## src/rtl/qspi_rd_pkg.sv

```systemverilog
package qspi_rd_pkg;

  typedef enum logic [1:0] {
    ST_IDLE,
    ST_HDR,
    ST_DATA,
    ST_GAP
  } rd_state_e;

  localparam logic [7:0] RD_OPCODE  = 8'h6B;
  localparam int         OP_CLKS    = 8;
  localparam int         ADDR_BITS  = 24;
  localparam int         DUMMY_CLKS = 8;
  localparam int         HDR_BITS   = OP_CLKS + ADDR_BITS;
  localparam int         HDR_CLKS   = HDR_BITS + DUMMY_CLKS;
  localparam int         HCW        = $clog2(HDR_CLKS + 1);
  localparam int         NIB_W      = 4;

endpackage

```

## src/rtl/qspi_sclk_gen.sv

```systemverilog
module qspi_sclk_gen #(
  parameter int CLK_DIV = 4,
  parameter int CPOL    = 0
) (
  input  logic clk,
  input  logic rst,
  input  logic run,
  output logic sclk_c,
  output logic rise_tick,
  output logic end_tick,
  output logic at_start
);

  localparam int HALF = CLK_DIV / 2;
  localparam int CW   = (CLK_DIV > 2) ? $clog2(CLK_DIV) : 1;

  logic [CW-1:0] cnt;
  logic          idle_lvl;

  generate
    if (CPOL != 0) begin : g_idle_high
      assign idle_lvl = 1'b1;
    end else begin : g_idle_low
      assign idle_lvl = 1'b0;
    end
  endgenerate

  always_ff @(posedge clk) begin
    if (rst) begin
      cnt <= '0;
    end else if (run) begin
      if (cnt == CW'(CLK_DIV - 1)) cnt <= '0;
      else                         cnt <= cnt + 1'b1;
    end
  end

  // low half first, then high half; idle level whenever paused
  assign sclk_c    = run ? (cnt >= CW'(HALF)) : idle_lvl;
  assign rise_tick = run && (cnt == CW'(HALF - 1));
  assign end_tick  = run && (cnt == CW'(CLK_DIV - 1));
  assign at_start  = (cnt == '0);

endmodule

```

## src/rtl/qspi_hdr_shift.sv

```systemverilog
module qspi_hdr_shift #(
  parameter int W = 32
) (
  input  logic         clk,
  input  logic         rst,
  input  logic         load,
  input  logic [W-1:0] load_val,
  input  logic         shift,
  output logic         bit_o
);

  logic [W-1:0] sh;

  always_ff @(posedge clk) begin
    if (rst)        sh <= '0;
    else if (load)  sh <= load_val;
    else if (shift) sh <= {sh[W-2:0], 1'b0};
  end

  assign bit_o = sh[W-1];

endmodule

```

## src/rtl/qspi_nib_asm.sv

```systemverilog
module qspi_nib_asm #(
  parameter int NW = 4
) (
  input  logic            clk,
  input  logic            rst,
  input  logic            cap,
  input  logic [NW-1:0]   nib,
  input  logic            rd_ready,
  output logic            hi_pending,
  output logic [2*NW-1:0] rd_data,
  output logic            rd_valid
);

  logic [NW-1:0] hi_q;

  always_ff @(posedge clk) begin
    if (rst) begin
      hi_q       <= '0;
      hi_pending <= 1'b0;
      rd_data    <= '0;
      rd_valid   <= 1'b0;
    end else begin
      if (rd_valid && rd_ready) rd_valid <= 1'b0;
      if (cap) begin
        if (!hi_pending) begin
          hi_q       <= nib;
          hi_pending <= 1'b1;
        end else begin
          rd_data    <= {hi_q, nib};
          rd_valid   <= 1'b1;
          hi_pending <= 1'b0;
        end
      end
    end
  end

endmodule

```

## src/rtl/qspi_quad_reader.sv

```systemverilog
module qspi_quad_reader
  import qspi_rd_pkg::*;
#(
  parameter int CLK_DIV = 4,
  parameter int CPOL    = 0,
  parameter int LEN_W   = 16
) (
  input  logic             clk,
  input  logic             rst,
  input  logic             req_valid,
  output logic             req_ready,
  input  logic [23:0]      req_addr,
  input  logic [LEN_W-1:0] req_len,
  input  logic             quad_en,
  output logic             sclk,
  output logic             cs_n,
  output logic             io0_o,
  output logic             io0_oe,
  input  logic [3:0]       io_i,
  output logic [7:0]       rd_data,
  output logic             rd_valid,
  input  logic             rd_ready,
  output logic             done,
  output logic             err
);

  localparam int GAP_CYC = 2 * CLK_DIV;
  localparam int GW      = $clog2(GAP_CYC + 1);

  rd_state_e        st;
  logic [HCW-1:0]   hdr_cnt;
  logic [LEN_W-1:0] bytes_left;
  logic [GW-1:0]    gap_cnt;
  logic             oe_r, cap_d;
  logic             run, stall, start;
  logic             sclk_c, rise_tick, end_tick, at_start;
  logic             hdr_bit, hi_pending;

  assign start = (st == ST_IDLE) && req_valid && quad_en && (req_len != '0);
  assign stall = (st == ST_DATA) && at_start && !hi_pending && rd_valid && !rd_ready;
  assign run   = ((st == ST_HDR) || (st == ST_DATA)) && !stall;
  assign req_ready = (st == ST_IDLE);

  qspi_sclk_gen #(.CLK_DIV(CLK_DIV), .CPOL(CPOL)) u_sclk (
    .clk(clk), .rst(rst), .run(run), .sclk_c(sclk_c),
    .rise_tick(rise_tick), .end_tick(end_tick), .at_start(at_start)
  );

  qspi_hdr_shift #(.W(HDR_BITS)) u_hdr (
    .clk(clk), .rst(rst), .load(start), .load_val({RD_OPCODE, req_addr}),
    .shift((st == ST_HDR) && end_tick), .bit_o(hdr_bit)
  );

  qspi_nib_asm #(.NW(NIB_W)) u_asm (
    .clk(clk), .rst(rst), .cap(cap_d), .nib(io_i), .rd_ready(rd_ready),
    .hi_pending(hi_pending), .rd_data(rd_data), .rd_valid(rd_valid)
  );

  // control state machine
  always_ff @(posedge clk) begin
    if (rst) begin
      st         <= ST_IDLE;
      hdr_cnt    <= '0;
      bytes_left <= '0;
      gap_cnt    <= '0;
      oe_r       <= 1'b0;
      done       <= 1'b0;
      err        <= 1'b0;
    end else begin
      done <= 1'b0;
      err  <= 1'b0;
      unique case (st)
        ST_IDLE: begin
          if (req_valid) begin
            if (!quad_en)           err  <= 1'b1;
            else if (req_len == '0) done <= 1'b1;
            else begin
              st         <= ST_HDR;
              hdr_cnt    <= '0;
              bytes_left <= req_len;
              oe_r       <= 1'b1;
            end
          end
        end
        ST_HDR: begin
          if (end_tick) begin
            hdr_cnt <= hdr_cnt + 1'b1;
            if (hdr_cnt == HCW'(HDR_BITS - 1)) oe_r <= 1'b0;
            if (hdr_cnt == HCW'(HDR_CLKS - 1)) st   <= ST_DATA;
          end
        end
        ST_DATA: begin
          if (rise_tick && hi_pending) bytes_left <= bytes_left - 1'b1;
          if (end_tick && bytes_left == '0) begin
            st      <= ST_GAP;
            gap_cnt <= '0;
          end
        end
        ST_GAP: begin
          if (gap_cnt != GW'(GAP_CYC)) gap_cnt <= gap_cnt + 1'b1;
          else if (!rd_valid) begin
            done <= 1'b1;
            st   <= ST_IDLE;
          end
        end
        default: st <= ST_IDLE;
      endcase
    end
  end

  // aligned output stage; capture follows the registered rising edge
  always_ff @(posedge clk) begin
    if (rst) begin
      sclk   <= (CPOL != 0);
      cs_n   <= 1'b1;
      io0_o  <= 1'b0;
      io0_oe <= 1'b0;
      cap_d  <= 1'b0;
    end else begin
      sclk   <= sclk_c;
      cs_n   <= (st == ST_IDLE) || (st == ST_GAP);
      io0_o  <= hdr_bit;
      io0_oe <= oe_r;
      cap_d  <= rise_tick && (st == ST_DATA);
    end
  end

endmodule

```

## config.mk

```make
export PLATFORM = sky130hd
export DESIGN_NAME = qspi_quad_reader
export DESIGN_NICKNAME = d
export VERILOG_FILES = /design/src/rtl/qspi_rd_pkg.sv /design/src/rtl/qspi_sclk_gen.sv /design/src/rtl/qspi_hdr_shift.sv /design/src/rtl/qspi_nib_asm.sv /design/src/rtl/qspi_quad_reader.sv
export SDC_FILE = /design/constraint.sdc
export NUM_CORES = 1
export LEC_CHECK = 0
export BUFFER_PORTS_ARGS = -buffer_cell sky130_fd_sc_hd__buf_2
export CAP_MARGIN = 40
export CORE_MARGIN = 2
export CORE_UTILIZATION = 55
export DETAILED_ROUTE_END_ITERATION = 6
export PLACE_DENSITY = 0.77
export REMOVE_ABC_BUFFERS = 1
export SYNTH_ARGS = -nofsm -noshare
export SYNTH_HDL_FRONTEND = slang
export SYNTH_HIERARCHICAL = 1
export SYNTH_SLANG_ARGS = --single-unit
```

## constraint.sdc

```tcl
create_clock -name clk -period 3.95 [get_ports clk]
set_input_delay 0.79 -clock clk [delete_from_list [all_inputs] [get_ports clk]]
set_output_delay 0.79 -clock clk [all_outputs]
set_load 0.01 [all_outputs]
```

# Word level (Yosys, flattened, before mapping)
# Index checks and enable logic that the tools add are counted.
[op_classes] add_sub_neg=4 mul=0 div_mod_pow=0 n_lt_le_gt_ge=1 n_eq_ne=19 shift=0 n_mux=42 bitwise=4 reduce_logical=39
[op_table] operator="two-way mux 16 bit" count=4
[op_table] operator="two-way mux 31 bit" count=2
[op_table] operator="logical NOT 16 bit" count=2
[op_table] operator="case mux 16 bit (2 select lines)" count=1
[op_table] operator="two-way mux 6 bit" count=4
[op_table] operator="two-way mux 2 bit" count=9
[op_table] operator="nonzero test 16 bit" count=1
[op_table] operator="subtractor 16 x 1 -> 16 bit (second input constant)" count=1
[op_table] operator="logical AND 1 bit" count=15
[op_table] operator="two-way mux 1 bit" count=15
[op_table] operator="!= test 2 bit (second input constant)" count=6
[op_table] operator="case mux 6 bit (2 select lines)" count=1
[op_table] operator="!= test 2 x 1 -> 1 bit (second input constant)" count=5
[op_table] operator="AND reduction 5 bit" count=2
[op_table] operator="two-way mux 4 bit" count=2
[op_table] operator="case mux 2 bit (4 select lines)" count=1
[op_table] operator="case mux 4 bit (2 select lines)" count=1
[op_table] operator="AND reduction 8 bit" count=1
[op_table] operator="nonzero test 2 bit" count=4
[op_table] operator="adder 6 x 1 -> 6 bit (second input constant)" count=1
[op_table] operator="equality test 2 bit (second input constant)" count=3
[op_table] operator="equality test 6 x 5 -> 1 bit (second input constant)" count=1
[op_table] operator="equality test 6 bit (second input constant)" count=1
[op_table] operator="AND reduction 6 bit" count=1
[op_table] operator="other kinds (14)" count=25
[totals] reg_bits=84 latch_bits=0 ram_bits=0 rom_bits=0 input_bits=49 out_inout_bits=16 wordCells=128 n_memories=0

# Depth between registers and ports, before layout
# Gate-level depths: netlist of run 1.
[logic_depth] depth_word=11 depth_mapped=13 ltp_nobuf=10

# Modules after synthesis
# Netlist of run 1, hierarchy kept.
[modules_own_cells] mod="qspi_quad_reader" n_inst=1 cells_per_inst=263 area_each_um2=2099.5 seq_area_each_um2=720.7
[modules_own_cells] mod="qspi_hdr_shift" n_inst=1 cells_per_inst=142 area_each_um2=1661.6 seq_area_each_um2=640.6
[modules_own_cells] mod="qspi_nib_asm" n_inst=1 cells_per_inst=50 area_each_um2=559.3 seq_area_each_um2=280.3
[modules_own_cells] mod="qspi_sclk_gen" n_inst=1 cells_per_inst=15 area_each_um2=151.4 seq_area_each_um2=40.0

# Worst setup path after synthesis of run 1
# No wires, ideal clock.
[synth_timing] path_type="register -> register" start="reg st[0]" end="reg bytes_left[0]" setup_time_ns=0.122 t_arrival_ns=2.244 t_required_ns=3.828 path_slack_ns=1.584 path_stages_with_launch=14 n_path_buf=3 synth_period_minus_slack_ns=2.366 path_cell_list="dfxtp_1 inv_1 ha_1 buf_6 clkbuf_1 nand4b_1 o21a_1 and2_2 nand2_1 a21oi_1 o21ai_1 clkbuf_1 o21ai_0 o311a_1"
[synth_via] elab_chain_len=11 elab_cells_between_ends=19 cone_classes="eq/ne (6); mux (1); reduce/logical (12)"
[synth_rtl] element="start: declaration" line_no="qspi_quad_reader.sv:30" rtl="rd_state_e st;"
[synth_rtl] element="start signal: assignment" line_no="qspi_quad_reader.sv:62" rtl="st <= ST_IDLE;"
[synth_rtl] element="start signal: assignment" line_no="qspi_quad_reader.sv:78" rtl="st <= ST_HDR;"
[synth_rtl] element="start signal: assignment" line_no="qspi_quad_reader.sv:89" rtl="if (hdr_cnt == HCW'(HDR_CLKS - 1)) st <= ST_DATA;"
[synth_rtl] element="equality test 2 bit" line_no="qspi_quad_reader.sv:40, qspi_quad_reader.sv:41"
[synth_rtl] element="logical AND 1 bit (4 in series)" line_no="qspi_quad_reader.sv:40" rtl="assign stall = (st == ST_DATA) && at_start && !hi_pending && rd_valid && !rd_ready;"
[synth_rtl] element="logical NOT 1 bit" line_no="qspi_quad_reader.sv:41" rtl="assign run = ((st == ST_HDR) || (st == ST_DATA)) && !stall;"
[synth_rtl] element="logical AND 1 bit (*)" line_no="qspi_quad_reader.sv:41"
[synth_rtl] element="via run" line_no="qspi_quad_reader.sv:35" rtl="logic run, stall, start;"
[synth_rtl] element="logical AND 1 bit (*)" line_no="qspi_sclk_gen.sv:39" rtl="assign rise_tick = run && (cnt == CW'(HALF - 1));"
[synth_rtl] element="via rise_tick" line_no="qspi_quad_reader.sv:36" rtl="logic sclk_c, rise_tick, end_tick, at_start;"
[synth_rtl] element="logical AND 1 bit (*)" line_no="qspi_quad_reader.sv:93" rtl="if (rise_tick && hi_pending) bytes_left <= bytes_left - 1'b1;"
[synth_rtl] element="!= test 2 x 1 -> 1 bit (no line) (*)"
[synth_rtl] element="AND reduction 5 bit (no line) (*)"
[synth_rtl] element="end signal: assignment" line_no="qspi_quad_reader.sv:80" rtl="bytes_left <= req_len;"
[synth_rtl] element="end signal: assignment" line_no="qspi_quad_reader.sv:93"
[synth_rtl] element="end: declaration" line_no="qspi_quad_reader.sv:32" rtl="logic [LEN_W-1:0] bytes_left;"
# The timed path passes the listed nets; every way through them passes the cells marked *.
# A chain may end at the register's enable or synchronous reset.

# Worst setup path in the final report of run 1
[layout_timing] start="reg st[0]" end="reg u_hdr.sh[23]"
[layout_via] elab_chain_len=10 elab_cells_between_ends=17 cone_classes="eq/ne (2); mux (1); reduce/logical (14)"
[layout_rtl] element="equality test 2 bit" line_no="qspi_quad_reader.sv:40, qspi_quad_reader.sv:41"
[layout_rtl] element="logical AND 1 bit (4 in series)" line_no="qspi_quad_reader.sv:40"
[layout_rtl] element="logical NOT 1 bit" line_no="qspi_quad_reader.sv:41"
[layout_rtl] element="logical AND 1 bit (*)" line_no="qspi_quad_reader.sv:41"
[layout_rtl] element="via run" line_no="qspi_quad_reader.sv:35"
[layout_rtl] element="logical AND 1 bit (*)" line_no="qspi_sclk_gen.sv:40" rtl="assign end_tick = run && (cnt == CW'(CLK_DIV - 1));"
[layout_rtl] element="via end_tick" line_no="qspi_quad_reader.sv:36"
[layout_rtl] element="logical AND 1 bit (*)" line_no="qspi_quad_reader.sv:51" rtl=".shift((st == ST_HDR) && end_tick), .bit_o(hdr_bit)"
[layout_rtl] element="nonzero test 2 bit (no line) (*)"
[layout_rtl] element="end signal: assignment" line_no="qspi_hdr_shift.sv:16" rtl="else if (load) sh <= load_val;"
[layout_rtl] element="end signal: assignment" line_no="qspi_hdr_shift.sv:17" rtl="else if (shift) sh <= {sh[W-2:0], 1'b0};"
[layout_rtl] element="end: declaration" line_no="qspi_hdr_shift.sv:12" rtl="logic [W-1:0] sh;"
# Marks and branches as above.

==> results.md, run 1 <==
Route:
- The final routed wire length divided by cell count is 13.8 um.
- Using the TritonRoute via totals, the vias-per-cell ratio works out to 5.54.
- The final layout contains routed wiring with a total length of 8.76 mm.
- The first routing iteration left 102 violations.
- The pre-antenna-repair detailed-routing pass consisted of 4 iterations.
- The routed layout has 3,516 vias.
- After detailed routing, the number of remaining DRC violations is 0.
- Once detail routing completed, the nets flagged for antenna violations numbered 0.

Pwr:
- Per report_power, the clock group accounts for 23.7% of the total.
- The analysis attributes to net switching a power of 1150 uW.
- The worst-case IR drop observed on VDD is 0.000419 V.
- The total power divided by cell area is 616 mW/mm2.
- The share of total power consumed by net switching is 37.4%.
- The portion of total power attributed to sequential cells is 36.9%.
- Of the total power, combinational logic draws 39.4%.
- The design draws 3090 uW.
- The leakage power of the design is 0.00192 uW.
- The internal portion of the total power is 1930 uW.

Die:
- In this run the count of I/O pins placed on the die edge is 65.
- For this configuration, the core starts out at a cell density of 57.3%.
- The die boundary width is 94.2 um.
- The die covers 0.00887 mm2.
- The height of the die is 94.2 um.
- The area inside the core boundary is 0.00781 mm2.
- The cell row count is 32.

Synthesis:
- In this run, synthesis produced a sequential element count of 84.
- The most used flip-flop cell after synthesis is sky130_fd_sc_hd__dfxtp_1.
- The area share of the largest cell type after synthesis is 37.6%.
- The count of cell types in the netlist is 58.
- By area the synthesized netlist is led by sky130_fd_sc_hd__dfxtp_1 (38%), sky130_fd_sc_hd__mux2i_1 (11%), sky130_fd_sc_hd__a211oi_2 (8.4%).
- The sequential cell area fraction in the yosys report is 37.6%.
- Counting flops with an async set or reset pin after synthesis yields a share of 0%.
- The mapped netlist covers 0.00447 mm2.
- The largest total area in the synthesized netlist belongs to sky130_fd_sc_hd__dfxtp_1.
- The count of warnings emitted by yosys is 6.
- Synthesis produced a netlist whose cell count is 470.
- A synthesized cell averages 9.51 um2.
- By instance count, the leading cell after synthesis is sky130_fd_sc_hd__dfxtp_1.
- The synthesized design contains 0 enable-type register cells.
- Ranked by instance count, the synthesized netlist is headed by sky130_fd_sc_hd__dfxtp_1 (84), sky130_fd_sc_hd__mux2i_1 (48), sky130_fd_sc_hd__nor2b_1 (35).

Timing:
- The hold violation count in the final report was 0.
- The setup TNS is 0 ps.
- The period utilization is 67.7%.
- The worst slew margin relative to its limit is 43.9%.
- After layout, the minimum clock period comes to 2670 ps.
- Clock skew on the completed layout was measured at 10.6 ps.
- For the pin with the worst max-slew slack, the measured transition is 841 ps.
- Setup repair after global routing left no endpoint under its margin.
- Static timing analysis puts the maximum clock frequency at 374 MHz.
- The count of pins over their slew limit is 0.
- Setup violations remaining at the end of the flow were counted as 0.

Clocking:
- The clock input transition at the sequential cells of the worst setup and hold paths is 80 ps.
- The cell sitting at the root of the clock tree is a sky130_fd_sc_hd__clkbuf_8.
- Hold repair after CTS inserted 0 buffers.
- Clock tree synthesis found a total of 84 sinks.
- The number of cells upsized or downsized after cts is 0.
- TritonCTS built the clock tree.
- In this run the post-CTS setup repair buffer count came out at 0.
- The H-tree was split into 3 levels.
- The number of buffers created by CTS is 9.
- In this run the deepest clock path goes through 2 buffers.
- The clock latency reported for the late side of the worst-skew pair is 360 ps.

Critical path:
- Along the worst path, the maximum fanout reaches 32.
- The largest incremental delay on the critical path is 440 ps.
- Traced cell by cell, the critical path runs through inv_1 -> ha_1 -> buf_4 -> nand4b_1 -> o21a_1 -> and2_2 -> nand2_1 -> inv_1 -> buf_4 -> mux2i_1 -> a211oi_2.
- On the critical path the largest part of the delay comes from buffers and inverters.
- The cell with the largest stage delay on the worst path is sky130_fd_sc_hd__buf_4.
- The number of buffer and inverter instances along the worst setup path is 4.
- The startpoint identified for the worst register-to-register timing path is st[0].
- The data required time at the worst endpoint is 4150 ps.
- The depth of the worst register-to-register path is 11.
- The worst setup path is launched from a register.
- STA classifies the critical path endpoint as a register.
- The arrival time at the worst endpoint is 2880 ps.
- In this run the worst setup path begins at st[0].
- In this run the number of cells on the critical path is 11.
- By startpoint and endpoint, the worst setup path is classified as register to register.

Placement:
- Once detailed placement completed, the half-perimeter wirelength came to 5.95 mm.
- Buffers placed on the I/O ports in this run total 64.
- The final estimated routing congestion in global placement is 0.856.

Outcome:
- The flow ran to the end, and the final reports show no timing, DRC or antenna violations.

Global route:
- The number of global-route vias before repair was 3,256.
- The first global-routing pass estimated 14.7 mm of wire.
- The total congestion overflow is 0.
- Global routing used 20.5% of the available tracks.
- The maximum number of pins on one net before global-route repair is 71.
- The number of antenna violations at the first check in global routing is 0.

Worst hold path:
- The source of the worst hold timing path is oe_r.
- The number of cells on the worst hold path is 2.
- The class of the tightest hold or removal check is register to register.

Final layout:
- The number of antenna diodes in the final layout is 0.
- The number of nets in the final layout is 589.
- Relative to the synthesized area, the layout overhead comes to 12.1%.
- The share of final-layout standard cells stronger than drive strength 1 is 24.4%.
- The count of filler cells inserted in the layout is 701.

Job:
- The tool flagged a number of max-cap violations equal to 0.
[cell families after synthesis]
kind of cell / share of synthesized area (%)
flip-flops: 37.6
buffers and inverters: 6.44
AO/OA/AOI/OAI: 21.0
AND/OR/NAND/NOR: 20.5
adder cells (fa/ha/maj): 3.36
other: 0.168
multiplexers: 10.7
XOR/XNOR: 0.196
[layout make-up]
cell class / count / area (um2) / area share (%)
Timing Repair Buffer: 71 / 373 / 7.44
Inverter: 16 / 60.1 / 1.20
Sequential cell: 84 / 1680 / 33.6
Multi-Input combinational cell: 346 / 2530 / 50.5
Tap cell: 102 / 128 / 2.55
Clock buffer: 10 / 128 / 2.55
Clock inverter: 6 / 111 / 2.22
[power groups by stage]
stage / sequential (uW) / combinational [uW] / clock (uW)
final: 1140 / 1220 / 732
after floorplan: 1130 / 922 / 0
after detailed placement: 1160 / 1210 / 0
after global routing: 1160 / 1360 / 781
after CTS: 1140 / 1220 / 748
after global placement: 1150 / 1180 / 0
[worst reg2reg max path: cells and delay by family, from the launching register on]
family	cells	cell delay (ps)
AOI/OAI and AO/OA	2	330
adders and majority gates	1	190
buffers and inverters	4	840
DFF	1	380
muxes	1	320
and+or+nand+nor	3	480
[sequential cells by signal, summed over array words and instances, names as in the netlist]
name / cells
bytes_left: 16
cap_d: 1
cs_n: 1
done: 1
err: 1
gap_cnt: 4
hdr_cnt: 6
io0_o: 1
io0_oe: 1
oe_r: 1
sclk: 1
st: 2
u_asm/hi_pending: 1
u_asm/hi_q: 4
u_asm/rd_data: 8
u_asm/rd_valid: 1
u_hdr/sh: 32
u_sclk/cnt: 2
[per-layer routing]
| metal | share of wire (%) | wire, um | track usage [%] | up-vias |
|---|---|---|---|---|
| met2 | 48 | 4230 | 33.8 | 65 |
| met3 | 3.9 | 341 | 3.85 | 8 |
| met4 | 1.4 | 120 | 8.21 | 0 |
| met5 | 0 | 0 | 0 | - |
| met1 | 46 | 4070 | 26.5 | 1641 |
| li1 | - | - | - | 1802 |
[cell usage in the layout (no fill, tap or decap), types with 8 or more instances in the layout]
master                     netlist  routed
sky130_fd_sc_hd__o21ai_0        14      14
sky130_fd_sc_hd__mux2i_1        48      48
sky130_fd_sc_hd__inv_1          14      14
sky130_fd_sc_hd__conb_1          2       8
sky130_fd_sc_hd__buf_2           6      64
sky130_fd_sc_hd__nor2b_1        35      35
sky130_fd_sc_hd__nand3_1        12      12
sky130_fd_sc_hd__clkbuf_8        1       9
sky130_fd_sc_hd__a21oi_1        34      34
sky130_fd_sc_hd__ha_1           12      12
sky130_fd_sc_hd__nand2b_1       20      20
sky130_fd_sc_hd__nor2_1         16      16
sky130_fd_sc_hd__nand2_1        33      33
sky130_fd_sc_hd__dfxtp_1        84      84
sky130_fd_sc_hd__o32ai_1         9       9
sky130_fd_sc_hd__a211oi_2       30      30
[metrics by stage]
stage	area (um2)	worst slack, ps	utilization, %	std cells	hold slack (ps)
2_1_floorplan	4270	329	-	446	405
3_5_place_dp	4770	1250	61.1	619	439
6_report	5010	1280	64.2	635	449
3_3_place_gp	4770	1250	61.1	619	422
4_1_cts	5010	1270	64.2	635	460
5_1_grt	5010	1100	64.2	635	469
[final timing paths]
| kind | to | slack (ps) |
|---|---|---|
| min reg2reg | io0_oe | 450 |
| min | io0_oe | 450 |
| max | u_hdr/sh[23] | 1280 |
| max reg2reg | u_hdr/sh[23] | 1280 |
Power figures use the tool's default switching activity.
==> run 2, diff against run 1 <==
clock period = 2.51 ns   (was 3.95 ns; I/O delays follow)
==> results.md, run 2 (synthesis gave the netlist of run 1 again) <==
Outcome:
- The flow ran to the end, and the final reports show no timing, DRC or antenna violations.

Route:
- The per-cell via count in the routed design is 5.60 (+1.1%).
- The total wire length is 9.01 mm (+2.8%).
- The number of DRC markers after the initial detailed-route iteration is 146 (+43%).
- The via count is 3,589 (+2.1%).
- The final routed wire length divided by cell count is 14.1 um (+1.9%).
- The count of TritonRoute iterations in the first routing pass is 5 (+1).
- The remaining routing DRC violations is 0 (unchanged).
- The remaining antenna violation count after routing is 0 (unchanged).

Timing:
- The count of pins over their slew limit came to 0 (unchanged).
- The transition at the pin with the smallest max-transition slack is 787 ps (-54.7 ps).
- The total of endpoints with negative setup slack in the final report is 0 (unchanged).
- The setup TNS came to 0 ps (unchanged).
- The hold violation count in the final report was 0 (unchanged).
- Setup repair after global routing left no endpoint under its margin.
- The minimum clock period is 2270 ps (-402 ps).
- The maximum clock frequency is 440 MHz (+18%).
- The period utilization is 90.5% (+23 points).
- The final setup skew is 9.78 ps (-0.852 ps).
- The worst slew margin relative to its limit is 47.3% (+3.4 points).

Critical path:
- The highest fanout seen on the critical path is 6 (-81%).
- In this run the critical register-to-register path is launched from st[1].
- The arrival time at the worst endpoint is 2540 ps (-340 ps).
- The worst setup path is captured at a register.
- The largest incremental delay on the critical path is 390 ps (-50 ps).
- The worst setup path is launched from a register.
- The critical path is of the register to register type.
- The most critical setup path has its startpoint at st[1].
- Traced cell by cell, the critical path runs through inv_1 -> ha_1 -> o21a_1 -> and2_2 -> nand3_1 -> a221oi_2 -> nand3b_1 -> a221oi_1.
- The data required time at the worst endpoint came to 2780 ps (-1370 ps).
- The cell with the largest stage delay on the worst path is sky130_fd_sc_hd__dfxtp_1.

Clocking:
- The number of buffers created by CTS came to 9 (unchanged).
- The maximum number of buffers from clock root to sink came to 2 (unchanged).
- TritonCTS built the clock tree.
- The deepest level of the CTS H-tree is 3 (unchanged).
- The number of cells upsized or downsized after cts was 0 (unchanged).
- The clock net sink count is 84 (unchanged).
- The number of hold-repair buffers added at the cts stage is 0 (unchanged).
- The clock latency reported for the late side of the worst-skew pair is 360 ps (about the same).
- The clock input transition at the sequential cells of the worst setup and hold paths is 90 ps (about the same).
- Clock tree synthesis selected as its root buffer the cell sky130_fd_sc_hd__clkbuf_8.
- The number of buffers inserted to repair setup after CTS is 0 (unchanged).

Pwr:
- The proportion of power drawn by combinational gates was 42.6% (+3.2 points).
- The portion of total power attributed to sequential cells is 38.1% (+1.2 points).
- The share of total power in the clock network is 19.3% (-4.4 points).
- The total power divided by cell area was 934 mW/mm2 (+52%).
- The worst ir drop on vdd is 0.000583 V (+39%).
- The total power draw was 4700 uW (+52%).
- The internal cell power is 2820 uW (+46%).
- The power spent charging and discharging nets is 1880 uW (+63%).
- The leakage power of the design is 0.00193 uW (+0.57%).
- The share of total power consumed by net switching is 40.0% (+2.6 points).

Die:
- The die boundary width is 94.2 um (unchanged).
- The height of the die is 94.2 um (unchanged).
- The initial core utilization is 57.3% (unchanged).
- The area inside the core boundary was 0.00781 mm2 (unchanged).
- The die area is 0.00887 mm2 (unchanged).
- The cell row count is 32 (unchanged).
- The number of ports placed on the die boundary is 65 (unchanged).

Final layout:
- The flip-flop count of the largest register, all copies and words added is 32 (unchanged).
- The top cell types in the final layout, fill and taps aside, are sky130_fd_sc_hd__dfxtp_1 (84), sky130_fd_sc_hd__buf_2 (64), sky130_fd_sc_hd__mux2i_1 (48), sky130_fd_sc_hd__nor2b_1 (35), sky130_fd_sc_hd__a21oi_1 (34).
- The number of nets in the final layout is 595 (+1.0%).
- The post-layout utilization of the core is 64.4% (+0.26 points).
- The register with the most flip-flops is u_hdr/sh.
- The relative area change from synthesis to final layout is 12.5%.
- The number of diodes is 0 (unchanged).
- The library cell used most frequently in the layout, excluding fill and tap cells, is sky130_fd_sc_hd__dfxtp_1.
- The share of final-layout standard cells stronger than drive strength 1 is 25.6% (+1.2 points).
- In the final layout, the registers with the most flip-flops are u_hdr/sh: 32 flops, bytes_left: 16 flops, u_asm/rd_data: 8 flops.
- The count of filler cells inserted in the layout is 659 (-6.0%).

Placement:
- The count of input and output buffers was 64 (unchanged).
- The total half-perimeter wirelength after legalization and detailed placement is 6.28 mm (+5.5%).
- The final estimated routing congestion in global placement is 0.893 (+4.3%).

Global route:
- The maximum number of pins on one net before global-route repair came to 47 (-34%).
- The total congestion overflow is 0 (unchanged).
- The first-pass GRT wire length is 14.9 mm (+1.3%).
- The combined global-route utilization of all metal layers is 21.0% (+0.48 points).
- The number of global-route vias before repair came to 3,335 (+2.4%).
- The number of antenna violations at the first check in global routing is 0 (unchanged).

Worst hold path:
- The path class of the tightest hold or removal check is input port to register.
- In this run the most critical hold path is launched from quad_en.

Job:
- The max capacitance violation total is 0 (unchanged).
-- run 2: cell count changes in the layout (fill, tap and decap cells not counted), sizes merged --
cell	previous run	this run
clkbuf	10	9
buf	71	77
bufinv	3	0
clkinv	3	6
inv	15	16
-- run 2: final timing paths --
check | endpoint | slack (ps) | cells past startpoint
max | st[0] | 240 | 8
min | err | 330 | 2
max reg2reg | st[0] | 240 | 8
min reg2reg | io0_oe | 440 | 2
-- run 2: cell type report --
cell class | instances | area, um2 | area share [%]
Multi-Input combinational cell | 346 | 2540 | 50.4
Sequential cell | 84 | 1680 | 33.4
Timing Repair Buffer | 77 | 443 | 8.80
Tap cell | 102 | 128 | 2.54
Clock buffer | 9 | 124 | 2.46
Inverter | 16 | 60.1 | 1.19
Clock inverter | 7 | 58.8 | 1.17
-- run 2: power by group through the flow --
stage | combinational (uW) | sequential, uW | clock, uW
2_1_floorplan | 1450 | 1780 | 0
3_3_place_gp | 1930 | 1810 | 0
3_5_place_dp | 1980 | 1820 | 0
4_1_cts | 1990 | 1790 | 926
5_1_grt | 2250 | 1820 | 984
6_report | 2000 | 1790 | 907
-- run 2: routing by layer --
| layer | GRT usage (%) | routed length [um] | vias to the layer above |
|---|---|---|---|
| met5 | 0 | 0 | - |
| met4 | 8.57 | 121 | 0 |
| met3 | 3.93 | 485 | 11 |
| met2 | 34.6 | 4330 | 104 |
| met1 | 27.1 | 4080 | 1664 |
| li1 | - | - | 1810 |
-- run 2: per-stage QoR --
step	cells	instance area (um2)	hold slack [ps]	setup slack, ps
floorplan	446	4270	405	-930
global placement	625	4840	424	272
detailed placement	625	4840	425	182
CTS	641	5020	315	157
global route	641	5030	335	58.3
finish	641	5030	326	240
-- run 2: critical path: cells and delay by family, from the launching register on --
kind | cells | cell delay [ps]
compound gates | 3 | 830
fa+ha+maj | 1 | 330
buf+inv | 1 | 80
flops | 1 | 390
simple gates | 3 | 550
==> run 3, diff against run 2 <==
ABC_AREA = 1   (was unset)
GPL_TIMING_DRIVEN = 0   (was unset)
==> results.md, run 3 <==
Pwr:
- The leakage power of the design is 0.00254 uW (+32%).
- The worst ir drop on vdd came to 0.000513 V (-12%).
- The power spent charging and discharging nets is 1860 uW (-1.1%).
- The portion of total power attributed to sequential cells came to 37.7% (-0.4 points).
- The internal cell power is 2650 uW (-6.1%).
- The share of total power in the clock network is 21.8% (+2.5 points).
- The total power draw was 4510 uW (-4.1%).
- The total power divided by cell area is 862 mW/mm2 (-7.7%).
- The proportion of power drawn by combinational gates is 40.5% (-2.1 points).
- The share of total power consumed by net switching is 41.2% (+1.3 points).

Global route:
- The combined global-route utilization of all metal layers is 23.6% (+2.6 points).
- The maximum number of pins on one net before global-route repair was 41 (-13%).
- The total congestion overflow is 0 (unchanged).
- The number of global-route vias before repair is 3,916 (+17%).
- The number of antenna violations at the first check in global routing came to 0 (unchanged).
- The first-pass GRT wire length is 17.2 mm (+16%).

Final layout:
- The post-layout utilization of the core came to 64.3% (-0.17 points).
- The area of the multi-input gates came to 0.00245 mm2 (-3.3%).
- The share of final-layout standard cells stronger than drive strength 1 is 15.5% (-10 points).
- The library cell used most frequently in the layout, excluding fill and tap cells, is sky130_fd_sc_hd__nand2_1.
- From synthesis to final layout, the design area changed by 14.6%.
- The count of filler cells inserted in the layout came to 754 (+14%).
- Ranked by flip-flop count, first place goes to u_hdr/sh.
- The number of nets in the final layout is 829 (+39%).
- The largest registers in the layout are u_hdr/sh: 32 flops, bytes_left: 16 flops, u_asm/rd_data: 8 flops.
- The number of diodes is 0 (unchanged).
- The flip-flop count of the largest register, all copies and words added is 32 (unchanged).
- The library cells used most frequently in the layout, excluding fill and tap cells, are sky130_fd_sc_hd__nand2_1 (222), sky130_fd_sc_hd__nand3_1 (100), sky130_fd_sc_hd__dfxtp_1 (83), sky130_fd_sc_hd__inv_1 (80), sky130_fd_sc_hd__nor2_1 (71).
- The sequential cell area was 0.00168 mm2 (about the same).
- The number of standard cells in the final layout excluding fillers was 878 (+37%).

Critical path:
- The worst register-to-register path ends at u_hdr/sh[4].
- The data required time at the worst endpoint is 2760 ps (-20 ps).
- The worst setup path is launched from a register.
- The flop-to-flop setup slack is 220 ps (-20 ps).
- The classification of the worst setup path is register to register.
- The arrival time at the worst endpoint came to 2540 ps (about the same).
- The highest fanout seen on the critical path came to 19 (+13).
- The depth of the worst register-to-register path is 15 (+7).
- The worst reg2reg path startpoint is st[1].
- STA classifies the critical path endpoint as a register.

Timing:
- The minimum clock period is 2290 ps (+20.2 ps).
- The count of pins over their slew limit came to 0 (unchanged).
- The hold violation count in the final report was 0 (unchanged).
- The transition at the pin with the smallest max-transition slack is 926 ps (+139 ps).
- The period utilization is 91.3% (+0.81 points).
- The total of endpoints with negative setup slack in the final report is 0 (unchanged).
- The maximum clock frequency is 437 MHz (-0.88%).
- The final setup skew is 11.5 ps (+1.69 ps).
- The worst slew margin relative to its limit is 38.2% (-9.1 points).
- Setup repair after global routing left no endpoint under its margin.
- The setup slack of the critical path after layout is 219 ps (-20.2 ps).

Route:
- The remaining routing DRC violations is 0 (unchanged).
- The count of TritonRoute iterations in the first routing pass is 5 (unchanged).
- The via count was 4,427 (+23%).
- The number of DRC markers after the initial detailed-route iteration is 300 (+110%).
- The total wire length came to 10.1 mm (+12%).
- The per-cell via count in the routed design came to 5.04 (-9.9%).
- The remaining antenna violation count after routing is 0 (unchanged).
- The final routed wire length divided by cell count was 11.5 um (-18%).

Clocking:
- The number of hold-repair buffers added at the cts stage is 0 (unchanged).
- The deepest level of the CTS H-tree is 3 (unchanged).
- The clock input transition at the sequential cells of the worst setup and hold paths was 90 ps (about the same).
- The root buffer cell is sky130_fd_sc_hd__clkbuf_8.
- The clock net sink count is 84 (unchanged).
- The clock latency reported for the late side of the worst-skew pair was 350 ps (about the same).
- The number of buffers created by CTS is 9 (unchanged).
- The maximum number of buffers from clock root to sink came to 2 (unchanged).
- The TritonCTS clock tree is built.

Die:
- The die area is 0.00904 mm2 (+2.0%).
- The height of the die is 95.1 um (+0.97%).
- The die boundary width is 95.1 um (+0.97%).
- The initial core utilization is 56.1% (-1.2 points).
- The area inside the core boundary is 0.00813 mm2 (+4.2%).
- The number of ports placed on the die boundary is 65 (unchanged).
- The cell row count is 33 (+3.1%).

Synthesis:
- The proportion of synthesized area in mux cells is 0% (-11 points).
- Ranked by total cell area, the synthesized netlist is headed by sky130_fd_sc_hd__dfxtp_1 (37%), sky130_fd_sc_hd__nand2_1 (18%), sky130_fd_sc_hd__nand3_1 (11%).
- The count of warnings emitted by yosys is 6 (unchanged).
- The number of synthesized flops with an enable pin is 0 (unchanged).
- The biggest area consumer among synthesized cells is sky130_fd_sc_hd__dfxtp_1.
- The most common cell in the synthesized netlist is sky130_fd_sc_hd__nand2_1.
- The synthesized-area fraction occupied by adder cells is 3.29% (-0.067 points).
- The sequential cell area fraction in the yosys report is 36.9% (-0.75 points).
- The commonest cells after synthesis are sky130_fd_sc_hd__nand2_1 (222), sky130_fd_sc_hd__nand3_1 (100), sky130_fd_sc_hd__dfxtp_1 (84).
- The count of cell types in the netlist is 32 (-45%).
- The post-synthesis async set-or-reset flop share is 0% (unchanged).
- After synthesis, the largest family of logic cells by area is simple AND/OR/NAND/NOR gates.
- The area share of the largest cell type after synthesis was 36.9% (-0.75 points).
- The netlist area before placement is 0.00456 mm2 (+2.0%).
- The complex-gate fraction of the synthesized area is 7.70% (-13 points).
- The number of flip-flops and latches in the synthesized netlist is 84 (unchanged).
- The number of instances in the synthesized netlist was 705 (+50%).
- The fraction of synthesized cell area in xor and xnor cells is 0.960% (+0.76 points).
- The mean instance size in the synthesized netlist is 6.47 um2 (-32%).
- Among all flip-flop cells after synthesis, the most frequent one is sky130_fd_sc_hd__dfxtp_1.
- The simple-gate share of the synthesized area is 39.6% (+19 points).

Worst hold path:
- The source of the worst hold timing path is quad_en.
- The number of cells on the worst hold path was 2 (unchanged).
- The path with the worst hold slack has its endpoint at err.
- The class of the tightest hold or removal check is input port to register.

Placement:
- The count of input and output buffers is 64 (unchanged).
- The placement-stage worst setup slack is -528 ps (-710 ps).
- The total half-perimeter wirelength after legalization and detailed placement is 6.69 mm (+6.5%).
- The post-placement cell count is 854 (+37%).
- The final estimated routing congestion in global placement was 0.853 (-4.5%).

Job:
- The max capacitance violation total is 0 (unchanged).

Outcome:
- The run finished with clean final reports.
-- run 3: worst max-delay path, cell delays in order (launching register included) --
cell and delay [ps]:
sky130_fd_sc_hd__dfxtp_1 400, sky130_fd_sc_hd__inv_1 110, sky130_fd_sc_hd__ha_1 310, sky130_fd_sc_hd__inv_1 90, sky130_fd_sc_hd__a31oi_4 220, sky130_fd_sc_hd__nand2_1 70, sky130_fd_sc_hd__inv_1 140, sky130_fd_sc_hd__nand2_1 100
sky130_fd_sc_hd__clkinvlp_4 100, sky130_fd_sc_hd__buf_8 170, sky130_fd_sc_hd__nor2_4 50, sky130_fd_sc_hd__buf_4 180, sky130_fd_sc_hd__nand2_1 70, sky130_fd_sc_hd__nand3_1 60, sky130_fd_sc_hd__nand2_1 60, sky130_fd_sc_hd__inv_1 60
-- run 3: final cells by class --
type | instances | share of cell area, %
clock buffer | 10 | 2.44
clock inverter | 6 | 1.39
inverter | 85 | 6.22
multi-input combinational | 515 | 46.9
sequential | 84 | 32.2
tap | 105 | 2.51
timing repair buffer | 73 | 8.33
-- run 3: how the worst max path moves through the flow --
stage                               to  cells after the start  slack [ps]   from
after global routing       u_hdr/sh[9]                     15         0.4  st[1]
after global placement     u_hdr/sh[3]                      9       -2270  st[0]
after detailed placement  u_hdr/sh[20]                     14        -530  st[0]
final                      u_hdr/sh[4]                     15         220  st[1]
after floorplan           u_hdr/sh[10]                      9        -930  st[0]
after CTS                  u_hdr/sh[4]                     15          80  st[0]
-- run 3: timing repair --
item	in CTS	in global routing
endpoints found under the setup margin	60	51
resized for setup	5	4
pin swaps	2	0
setup buffers	6	0
cloned	2	0
-- run 3: per-layer routing --
layer | global-route usage [%] | vias to the layer above | share of wire (%)
li1 | - | 2332 | -
met1 | 32.4 | 1991 | 48
met2 | 38.3 | 96 | 46
met3 | 4.35 | 8 | 5.0
met4 | 5.92 | 0 | 1.1
met5 | 0 | - | 0
-- run 3: kinds of logic after synthesis --
logic type,Yosys count
AND/OR/NAND/NOR,422
buffers and inverters,114
flip-flops,84
AO/OA/AOI/OAI,66
adder cells (fa/ha/maj),12
XOR/XNOR,5
other,2
-- run 3: power groups by stage --
stage | Sequential [uW] | Clock [uW] | Combinational [uW]
after CTS | 1690 | 1000 | 1800
after floorplan | 1690 | 0 | 1310
after global placement | 1710 | 0 | 1660
final | 1700 | 983 | 1830
after global routing | 1730 | 1050 | 2100
after detailed placement | 1720 | 0 | 1740
-- run 3: per-stage QoR --
stage	hold WS, ps	instance area [um2]	setup TNS, ps
2_1_floorplan	400	4390	-29020
3_3_place_gp	407	4840	-77190
3_5_place_dp	415	4910	-19650
4_1_cts	333	5200	0
5_1_grt	333	5230	0
6_report	340	5230	0
